==> src/rtl/rc4_unlock_pkg.sv <==
package rc4_unlock_pkg;
    localparam int BYTE_W  = 8;
    localparam int SBOX_AW = 8;

    typedef enum logic [3:0] {
        ST_IDLE,
        ST_FILL,
        ST_KS_RDI,
        ST_KS_RDJ,
        ST_KS_WRI,
        ST_KS_WRJ,
        ST_X_RDI,
        ST_X_RDJ,
        ST_X_WRI,
        ST_X_WRJ,
        ST_X_RDK,
        ST_X_OUT,
        ST_CHECK
    } phase_e;
endpackage

==> src/rtl/rc4_sbox_ram.sv <==
module rc4_sbox_ram #(
    parameter int AW = 8,
    parameter int DW = 8
) (
    input  logic          clk,
    input  logic          we,
    input  logic [AW-1:0] addr,
    input  logic [DW-1:0] wdata,
    output logic [DW-1:0] rdata
);
    localparam int DEPTH = 1 << AW;

    logic [DW-1:0] mem [DEPTH];

    // single port, synchronous read (old data on a write cycle)
    always_ff @(posedge clk) begin
        if (we) mem[addr] <= wdata;
        rdata <= mem[addr];
    end
endmodule

==> src/rtl/rc4_key_bank.sv <==
module rc4_key_bank #(
    parameter int NBYTES = 16,
    parameter int DW     = 8
) (
    input  logic                      clk,
    input  logic                      rst_n,
    input  logic                      we,
    input  logic [$clog2(NBYTES)-1:0] widx,
    input  logic [DW-1:0]             wdata,
    input  logic [$clog2(NBYTES)-1:0] ridx,
    output logic [DW-1:0]             rdata
);
    logic [DW-1:0] kb [NBYTES];

    for (genvar g = 0; g < NBYTES; g++) begin : g_byte
        always_ff @(posedge clk or negedge rst_n) begin
            if (!rst_n)                          kb[g] <= '0;
            else if (we && widx == g[$clog2(NBYTES)-1:0]) kb[g] <= wdata;
        end
    end

    assign rdata = kb[ridx];
endmodule

==> src/rtl/rc4_image_unlock.sv <==
module rc4_image_unlock
    import rc4_unlock_pkg::*;
#(
    parameter int                IMG_LEN    = 24576,
    parameter int                KEY_BYTES  = 16,
    parameter int                CHK_OFF    = 24548,
    parameter int                ADDR_W     = 32,
    parameter logic [ADDR_W-1:0] SRC_BASE   = 32'hFFFF_9E00,
    parameter logic [ADDR_W-1:0] DST_BASE   = 32'h0009_0000,
    parameter logic [ADDR_W-1:0] GOOD_ENTRY = 32'h0009_0000,
    parameter logic [ADDR_W-1:0] BAD_ENTRY  = 32'hFFFF_FF94,
    parameter logic [31:0]       MAGIC      = 32'h7A5C_E11D
) (
    input  logic                         clk,
    input  logic                         rst_n,
    input  logic                         start,
    input  logic                         key_we,
    input  logic [$clog2(KEY_BYTES)-1:0] key_idx,
    input  logic [7:0]                   key_byte,
    output logic                         src_req,
    output logic [ADDR_W-1:0]            src_addr,
    input  logic [7:0]                   src_rdata,
    output logic                         dst_we,
    output logic [ADDR_W-1:0]            dst_addr,
    output logic [7:0]                   dst_wdata,
    output logic                         busy,
    output logic                         done,
    output logic                         pass,
    output logic [ADDR_W-1:0]            entry_addr
);
    localparam int                KEY_IW = $clog2(KEY_BYTES);
    localparam int                CNT_W  = $clog2(IMG_LEN + 1);
    localparam logic [CNT_W-1:0]  LAST   = CNT_W'(IMG_LEN - 1);
    localparam logic [CNT_W-1:0]  CHK_LO = CNT_W'(CHK_OFF);
    localparam logic [SBOX_AW-1:0] TOP   = '1;

    phase_e state, state_nx;

    logic [SBOX_AW-1:0] i_q, j_q;
    logic [BYTE_W-1:0]  si_q, sj_q, cbyte_q;
    logic [CNT_W-1:0]   cnt_q;
    logic [31:0]        chk_q;
    logic               done_q, pass_q;
    logic [ADDR_W-1:0]  entry_q;

    logic               ram_we;
    logic [SBOX_AW-1:0] ram_addr;
    logic [BYTE_W-1:0]  ram_wdata, ram_rdata;
    logic [BYTE_W-1:0]  key_rd;
    logic [SBOX_AW-1:0] j_ks;
    logic [CNT_W-1:0]   chk_rel;
    logic               in_win;

    rc4_sbox_ram #(.AW(SBOX_AW), .DW(BYTE_W)) sbox_i (
        .clk   (clk),
        .we    (ram_we),
        .addr  (ram_addr),
        .wdata (ram_wdata),
        .rdata (ram_rdata)
    );

    rc4_key_bank #(.NBYTES(KEY_BYTES), .DW(BYTE_W)) keys_i (
        .clk   (clk),
        .rst_n (rst_n),
        .we    (key_we && state == ST_IDLE),
        .widx  (key_idx),
        .wdata (key_byte),
        .ridx  (i_q[KEY_IW-1:0]),
        .rdata (key_rd)
    );

    assign j_ks    = j_q + ram_rdata + key_rd;
    assign chk_rel = cnt_q - CHK_LO;
    assign in_win  = (cnt_q >= CHK_LO) && (chk_rel < CNT_W'(4));

    // state register
    always_ff @(posedge clk or negedge rst_n) begin
        if (!rst_n) state <= ST_IDLE;
        else        state <= state_nx;
    end

    // next state
    always_comb begin
        state_nx = state;
        unique case (state)
            ST_IDLE:   if (start) state_nx = ST_FILL;
            ST_FILL:   if (i_q == TOP) state_nx = ST_KS_RDI;
            ST_KS_RDI: state_nx = ST_KS_RDJ;
            ST_KS_RDJ: state_nx = ST_KS_WRI;
            ST_KS_WRI: state_nx = ST_KS_WRJ;
            ST_KS_WRJ: state_nx = (i_q == TOP) ? ST_X_RDI : ST_KS_RDI;
            ST_X_RDI:  state_nx = ST_X_RDJ;
            ST_X_RDJ:  state_nx = ST_X_WRI;
            ST_X_WRI:  state_nx = ST_X_WRJ;
            ST_X_WRJ:  state_nx = ST_X_RDK;
            ST_X_RDK:  state_nx = ST_X_OUT;
            ST_X_OUT:  state_nx = (cnt_q == LAST) ? ST_CHECK : ST_X_RDI;
            ST_CHECK:  state_nx = ST_IDLE;
            default:   state_nx = ST_IDLE;
        endcase
    end

    // outputs and table port
    always_comb begin
        ram_we    = 1'b0;
        ram_addr  = i_q;
        ram_wdata = ram_rdata;
        src_req   = 1'b0;
        dst_we    = 1'b0;
        unique case (state)
            ST_FILL:   begin ram_we = 1'b1; ram_wdata = i_q; end
            ST_KS_RDJ: ram_addr = j_ks;
            ST_KS_WRI: ram_we = 1'b1;
            ST_KS_WRJ: begin ram_we = 1'b1; ram_addr = j_q; ram_wdata = si_q; end
            ST_X_RDI:  begin ram_addr = i_q + 8'd1; src_req = 1'b1; end
            ST_X_RDJ:  ram_addr = j_q + ram_rdata;
            ST_X_WRI:  ram_we = 1'b1;
            ST_X_WRJ:  begin ram_we = 1'b1; ram_addr = j_q; ram_wdata = si_q; end
            ST_X_RDK:  ram_addr = si_q + sj_q;
            ST_X_OUT:  dst_we = 1'b1;
            default:   ;
        endcase
    end

    assign src_addr   = SRC_BASE + ADDR_W'(cnt_q);
    assign dst_addr   = DST_BASE + ADDR_W'(cnt_q);
    assign dst_wdata  = cbyte_q ^ ram_rdata;
    assign busy       = (state != ST_IDLE);
    assign done       = done_q;
    assign pass       = pass_q;
    assign entry_addr = entry_q;

    // datapath registers
    always_ff @(posedge clk or negedge rst_n) begin
        if (!rst_n) begin
            i_q <= '0; j_q <= '0; si_q <= '0; sj_q <= '0; cbyte_q <= '0;
            cnt_q <= '0; chk_q <= '0; done_q <= 1'b0; pass_q <= 1'b0;
            entry_q <= BAD_ENTRY;
        end else begin
            case (state)
                ST_IDLE: if (start) begin
                    i_q <= '0; j_q <= '0; cnt_q <= '0; chk_q <= '0;
                    done_q <= 1'b0; pass_q <= 1'b0;
                end
                ST_FILL:   i_q <= i_q + 8'd1;
                ST_KS_RDJ: begin si_q <= ram_rdata; j_q <= j_ks; end
                ST_KS_WRJ: begin
                    i_q <= i_q + 8'd1;
                    if (i_q == TOP) j_q <= '0;
                end
                ST_X_RDI:  i_q <= i_q + 8'd1;
                ST_X_RDJ:  begin
                    si_q    <= ram_rdata;
                    j_q     <= j_q + ram_rdata;
                    cbyte_q <= src_rdata;
                end
                ST_X_WRI:  sj_q <= ram_rdata;
                ST_X_OUT:  begin
                    if (in_win) begin
                        case (chk_rel[1:0])
                            2'd0: chk_q[7:0]   <= dst_wdata;
                            2'd1: chk_q[15:8]  <= dst_wdata;
                            2'd2: chk_q[23:16] <= dst_wdata;
                            default: chk_q[31:24] <= dst_wdata;
                        endcase
                    end
                    cnt_q <= cnt_q + CNT_W'(1);
                end
                ST_CHECK:  begin
                    pass_q  <= (chk_q == MAGIC);
                    entry_q <= (chk_q == MAGIC) ? GOOD_ENTRY : BAD_ENTRY;
                    done_q  <= 1'b1;
                end
                default: ;
            endcase
        end
    end
endmodule

==> config.mk <==
export PLATFORM = sky130hd
export DESIGN_NAME = rc4_image_unlock
export DESIGN_NICKNAME = d
export VERILOG_FILES = /design/src/rtl/rc4_unlock_pkg.sv /design/src/rtl/rc4_sbox_ram.sv /design/src/rtl/rc4_key_bank.sv /design/src/rtl/rc4_image_unlock.sv
export SDC_FILE = /design/constraint.sdc
export NUM_CORES = 2
export LEC_CHECK = 0
export ABC_CLOCK_PERIOD_IN_PS = 30400
export BUFFER_PORTS_ARGS = -buffer_cell sky130_fd_sc_hd__buf_2
export CAP_MARGIN = 25
export CELL_PAD_IN_SITES_DETAIL_PLACEMENT = 0
export CELL_PAD_IN_SITES_GLOBAL_PLACEMENT = 2
export CORE_UTILIZATION = 49
export DETAILED_ROUTE_END_ITERATION = 10
export PLACE_DENSITY = 0.85
export SYNTH_ARGS = -nofsm -noshare
export SYNTH_HDL_FRONTEND = slang
export SYNTH_SLANG_ARGS = --single-unit
export TNS_END_PERCENT = 100
==> constraint.sdc <==
create_clock -name clk -period 30.4 [get_ports clk]
set_input_delay 4.56 -clock clk [delete_from_list [all_inputs] [get_ports clk]]
set_output_delay 4.56 -clock clk [all_outputs]
set_load 0.02 [all_outputs]
== Yosys cells after proc, flatten, opt, wreduce, memory -nomap -nowiden ==
Memory sizes are Yosys's and may differ from the RTL's. A register that Yosys moved wholly into a read port is not among the register bits.
Cells that the tools add are included.

* Reductions and logical operators: 40
* Multiplexer cells: 32
* Magnitude comparators: 3
* Eq/ne operators: 40
* Bitwise logic cells: 2
* $add $sub $neg: 8

{| class="wikitable"
|+ Operators by type and width
! operator !! number
|-
| two-way mux 32 bit || 3
|-
| two-way mux 8 bit || 8
|-
| one-hot mux 32 bit (2 select lines) || 1
|-
| equality test 4 bit, second input constant || 13
|-
| one-hot mux 4 bit (12 select lines) || 1
|-
| one-hot mux 8 bit (5 select lines) || 1
|-
| binary-select mux 8 bit (select 4 bit) || 1
|-
| equality test 32 x 31 -> 1 bit, second input constant || 1
|-
| equality test 4 x 3 -> 1 bit, second input constant || 8
|-
| one-hot mux 8 bit (2 select lines) || 2
|-
| one-hot mux 8 bit (4 select lines) || 1
|-
| one-hot mux 15 bit (2 select lines) || 1
|-
| adder 8 bit || 3
|-
| adder 20 x 15 -> 21 bit, first input constant || 1
|-
| logical AND 1 bit || 18
|-
| adder 16 x 16 -> 17 bit, first input constant || 1
|-
| equality test 4 x 2 -> 1 bit, second input constant || 4
|-
| AND reduction 4 bit || 4
|-
| adder 15 x 1 -> 15 bit, second input constant || 1
|-
| equality test 15 bit, second input constant || 1
|-
| >= comparator 15 bit, second input constant || 1
|-
| less-than comparator 15 x 3 -> 1 bit, second input constant || 1
|-
| two-way mux 15 bit || 1
|-
| subtractor 15 bit, second input constant || 1
|-
| 23 further kinds || 47
|}

* Memory bits (writable): 2048
* Output and inout bits: 109
* Logic and storage cells: 156
* Memories kept: 1
* Register bits after elaboration: 253

{| class="wikitable"
|+ Memories
! memory !! depth !! width !! read ports !! clocked after Yosys merged registers in !! write ports !! RTL line !! text
|-
| sbox_i.mem || 256 || 8 || 1 || 1 || 1 || rc4_sbox_ram.sv:13 || <nowiki>logic [DW-1:0] mem [DEPTH];</nowiki>
|}

== Logic depth before layout (Yosys ltp) ==
* Word-level depth: 6
* Gate-level depth with buffers: 21
* Depth with buffers taken out: 17

== Modules after synthesis ==
A second synthesis with hierarchy kept.

* Cells, all modules: 4639
* Area total of the unflattened synthesis: 90765.8 um2

{| class="wikitable"
|+ Modules (own cells, without submodules)
! module !! instances !! area each (um2) !! cells an instance
|-
| rc4_sbox_ram || 1 || 78492.8 || 3547
|-
| rc4_image_unlock || 1 || 6463.7 || 728
|-
| rc4_key_bank || 1 || 5809.3 || 364
|}

== Worst setup path after synthesis ==
OpenSTA, ideal clock, no wires.

* Kind: flip-flop to flip-flop
* Start: reg state[3]
* End: mem sbox_i.mem[0][6], data pin
* Arrival: 8.396 ns
* Stages on the path, launching flop included: 8
* Slack: 20.417 ns
* Buffers on the path: 3
* Period minus slack after synthesis: 9.983 ns
* Cell sequence: dfrtp_1 clkbuf_1 clkbuf_1 buf_1 mux2i_1 nor2_1 a21oi_1 o22ai_1

* Word-level cells in the longest chain between the ends: 3

{| class="wikitable"
|+ Ends and longest elaborated chain
! element !! RTL line !! text
|-
| from (decl) || rc4_image_unlock.sv:37 || <nowiki>phase_e state, state_nx;</nowiki>
|-
| from (signal assigned) || rc4_image_unlock.sv:79 || <nowiki>else state <= state_nx;</nowiki>
|-
| equality test 4 bit / equality test 4 x 3 -> 1 bit (equally long branches) || rc4_image_unlock.sv:110 || <nowiki>unique case (state)</nowiki>
|-
| OR reduction 2 bit (no line) || - ||
|-
| one-hot mux 8 bit (2 select lines) (*) || rc4_image_unlock.sv:110 ||
|-
| named net ram_wdata[6] || rc4_image_unlock.sv:48 || <nowiki>logic [BYTE_W-1:0] ram_wdata, ram_rdata;</nowiki>
|-
| to (decl) || rc4_sbox_ram.sv:13 ||
|}

The timed path passes the listed nets; every way through them passes the cells marked *.

== Worst setup path after layout ==
* Start: reg i_q[0]
* End: reg sbox_i.rdata[3] (read register of sbox_i.mem)

* Word-level cells in the longest chain between the ends: 6

{| class="wikitable"
|+ Ends and longest elaborated chain
! element !! RTL line !! text
|-
| from (decl) || rc4_image_unlock.sv:39 || <nowiki>logic [SBOX_AW-1:0] i_q, j_q;</nowiki>
|-
| from (signal assigned) || rc4_image_unlock.sv:145 || <nowiki>ST_FILL: i_q <= i_q + 8'd1;</nowiki>
|-
| from (signal assigned) || rc4_image_unlock.sv:148 || <nowiki>i_q <= i_q + 8'd1;</nowiki>
|-
| from (signal assigned) || rc4_image_unlock.sv:151 || <nowiki>ST_X_RDI: i_q <= i_q + 8'd1;</nowiki>
|-
| NOT 4 -> 5 bit (implied by the code) || rc4_key_bank.sv:22 || <nowiki>assign rdata = kb[ridx];</nowiki>
|-
| binary-select mux 8 bit (select 4 bit) || rc4_key_bank.sv:22 ||
|-
| two-way mux 8 bit (implied by the code) (2 in series) || rc4_key_bank.sv:22 ||
|-
| adder 8 bit || rc4_image_unlock.sv:72 || <nowiki>assign j_ks = j_q + ram_rdata + key_rd;</nowiki>
|-
| one-hot mux 8 bit (5 select lines) (*) || rc4_image_unlock.sv:110 ||
|-
| to (decl) || rc4_sbox_ram.sv:9 || <nowiki>output logic [DW-1:0] rdata</nowiki>
|}

Mark *: on every way between the ends. The rest lies on a longest branch, timed or not. The select of a mux whose other input is x is not followed.
A chain may end at the register's enable or synchronous reset.

==> key figures <==
Status
  – Status: complete, but fails checks
  – Failing checks: design-rule violations

Detailed routing
  – Residual DRC: 50
  – Detailed Route WL: 249 mm
  – First-pass DRT Iterations: 11
  – Vias per cell: 6.15
  – Routed via count: 57,100
  – Post-route ant nets: 0
  – Drt first-iter violations: 6,773
  – Wire per inst: 26.9 um

STA
  – Setup violations, final: 0
  – Setup Skew: 0.0388 ns
  – Setup TNS after final layout: 0 ns
  – Fmax achieved: 114 MHz
  – Tcrit/Tclk final: 28.9%
  – Max-slew violations: 0
  – RSZ-0062 raised after global routing: no
  – Slew headroom: 17.9%
  – Endpoints failing hold: 0
  – Worst-margin pin slew: 1.22 ns
  – Fin crit period: 8.77 ns

Critical path
  – Crit Path Category: reg -> reg
  – Critical Path RT: 31.17 ns
  – Critical R2R Launch: i_q[0]
  – CP max FO: 173
  – Worst R2R Setup Slack: 21.63 ns
  – Crit path launch: i_q[0]
  – Reg2Reg Depth: 20
  – Worst Setup EP: sbox_i.rdata[3]
  – Worst reg2reg path endpoint: sbox_i.rdata[3]
  – CP startpoint kind: flop
  – WP data arrival: 9.54 ns
  – Setup crit end kind: flop

Floorplanning
  – Row cnt: 159
  – IO Pins: 133
  – Die Y: 437 um
  – Die ar.: 191,000 um^2
  – Die X: 437 um
  – Initial core utilization: 49.4%
  – Core ar.: 188,000 um^2

Clocking
  – CTS tree: yes
  – Hold buffers post-CTS: 0
  – # H-tree levels: 4
  – Post-cts sizing count: 0
  – CTS max path bufs: 3
  – Clock root buffer: clkbuf_16
  – Reg clk slew, reported paths: 0.06 ns
  – Num CTS Buffers: 226
  – Clock latency on the worst-skew pair: 0.87 ns
  – Clock Sinks: 2,278
  – Postcts setup bufs: 0

Global route
  – Initial antenna violation count: 8
  – First-pass GRT wire length: 366 mm
  – Vias in the first global route: 54,200
  – Grt ovf: 0
  – Gr usage total: 25.7%
  – Largest net degree at the start of global routing: 211

Power and ir drop
  – Pwr Density: 59.2 nW/um^2
  – Pleak: 0.0317 uW
  – Worst IR drop on VDD: 0.0499 mV

Synth
  – Post-synth top flop: edfxtp_1
  – Sequential share of the synthesized area: 72.5%
  – Mapped cell area: 92,800 um^2
  – Synth async-reset ratio: 9.75%
  – Yosys warns: 0
  – Yosys reg bits: 2,278
  – Post-synth EDFFs: 2,048
  – Avg Cell Area, Syn: 14.0 um^2
  – Synth unique cells: 81
  – Post-Syn Instances: 6,642

Run
  – Max-cap violation count: 0

Place
  – Placed cell areas: 95,500 um^2
  – I/O Buffers: 108
  – DP HPWL: 147 mm
  – GPL Wtd Cong: 0.843
  – Cells after DPL: 8,857

Cells and area
  – Fillers: 15,100
  – # diodes: 0
  – Most frequent cells in the layout: edfxtp_1, nand2_1, a21oi_1
  – Layout cells sized above 1: 12.3%
  – P&R area growth vs syn: 10.9%
  – Final instance count without filler cells: 9,279
  – Multi-input logic area: 23,400 um^2
  – Post-route cell area: 103,000 um^2
  – Register area: 67,200 um^2
  – Most common cell after layout, fill and taps aside: edfxtp_1
  – Nets: 6,656

Hold path
  – Min-Delay Path Class: reg -> reg
==> cells by family (layout without fill, tap and decap cells) <==
logic type | Yosys count | count (layout) | share of synthesized area [%]
xor gates and xnor gates | 27 | 27 | 0.255
AOI/OAI and AO/OA | 1447 | 1447 | 10.5
adders and majority gates | 33 | 33 | 0.469
buffers and inverters | 556 | 676 | 2.65
other | 2 | 24 | 0.00810
DFF | 2278 | 2278 | 72.5
and+or+nand+nor | 1895 | 1895 | 8.49
muxes | 404 | 404 | 5.14
==> final cells by class <==
type / instances / area share [%]
tap: 2495 / 3.04
inverter: 26 / 0.0949
timing repair buffer: 237 / 1.78
multi-input combinational: 3830 / 22.8
clock buffer: 293 / 5.93
clock inverter: 120 / 1.03
sequential: 2278 / 65.4
==> flip-flops by register name, summed over array words and instances (netlist names) <==
signal and flops:
keys_i.kb 128, sbox_i.rdata 8, i_q 8, chk_q 32
cnt_q 15, cbyte_q 8, entry_addr 1, state 4
si_q 8, sbox_i.mem 2048, pass 1, done 1
sj_q 8, j_q 8
==> metrics by stage <==
stage / hold slack, ns / utilization, % / total power, uW / worst slack, ns
after global routing: 0.503 / 54.8 / 6240 / 21.17
after global placement: 0.457 / 50.8 / 3440 / 21.82
final: 0.478 / 54.8 / 6090 / 21.63
after detailed placement: 0.463 / 50.8 / 3440 / 21.86
after floorplan: 0.465 / - / 3440 / 20.42
after CTS: 0.477 / 54.6 / 6120 / 21.83
==> per-layer routing <==
layer / vias up / global-route usage, % / routed length [um]
met1: 28900 / 36.4 / 105000
met2: 2443 / 40.7 / 117000
met3: 411 / 3.97 / 18800
met4: 6 / 8.58 / 8380
li1: 25300 / - / -
met5: - / 0 / 46
==> power breakdown <==
group | switching (uW) | leakage [uW] | total [uW] | internal (uW)
Combinational | 11.8 | 0.0138 | 13.9 | 2.02
Sequential | 0 | 0.0145 | 3360 | 3360
Clock | 1170 | 0.00351 | 2710 | 1530
Total | 1190 | 0.0317 | 6090 | 4900
==> critical path: stages, from the launching register on <==
cell	delay (ns)
dfrtp_2	0.35
buf_4	0.59
mux4_2	0.60
mux4_2	0.49
ha_1	0.21
inv_1	0.08
fa_1	0.19
nand2b_1	0.06
a32o_1	0.27
a211oi_1	0.38
and2_4	0.66
buf_12	0.58
buf_4	0.72
buf_4	0.72
buf_4	0.73
a21oi_1	0.08
a32oi_1	0.20
o22ai_1	0.14
nor4_1	0.62
a22oi_1	0.42
nand4_1	0.26
==> synth_stat cells, types with 51 or more instances <==
cell type | instances | area [um^2]
dfrtp_1 | 221 | 5530
o22ai_1 | 131 | 820
buf_1 | 88 | 330
clkbuf_1 | 317 | 1190
a21oi_1 | 477 | 2390
a32oi_1 | 290 | 2540
mux2i_1 | 188 | 1880
and3_1 | 70 | 438
edfxtp_1 | 2048 | 61500
mux2_2 | 175 | 1970
a22oi_1 | 299 | 2240
buf_4 | 73 | 548
a31oi_1 | 51 | 319
nand2_1 | 1255 | 4710
nand3_1 | 60 | 300
a211oi_1 | 64 | 480
nor2_1 | 333 | 1250
==> worst min path at each step <==
stage | from | depth (start not counted) | endpoint
finish | done | 1 | done
CTS | done | 1 | done
floorplan | cbyte_q[0] | 2 | cbyte_q[0]
detailed placement | done | 1 | done
global route | done | 1 | done
global placement | done | 1 | done
Note: power is estimated with default switching activity, not from simulation.
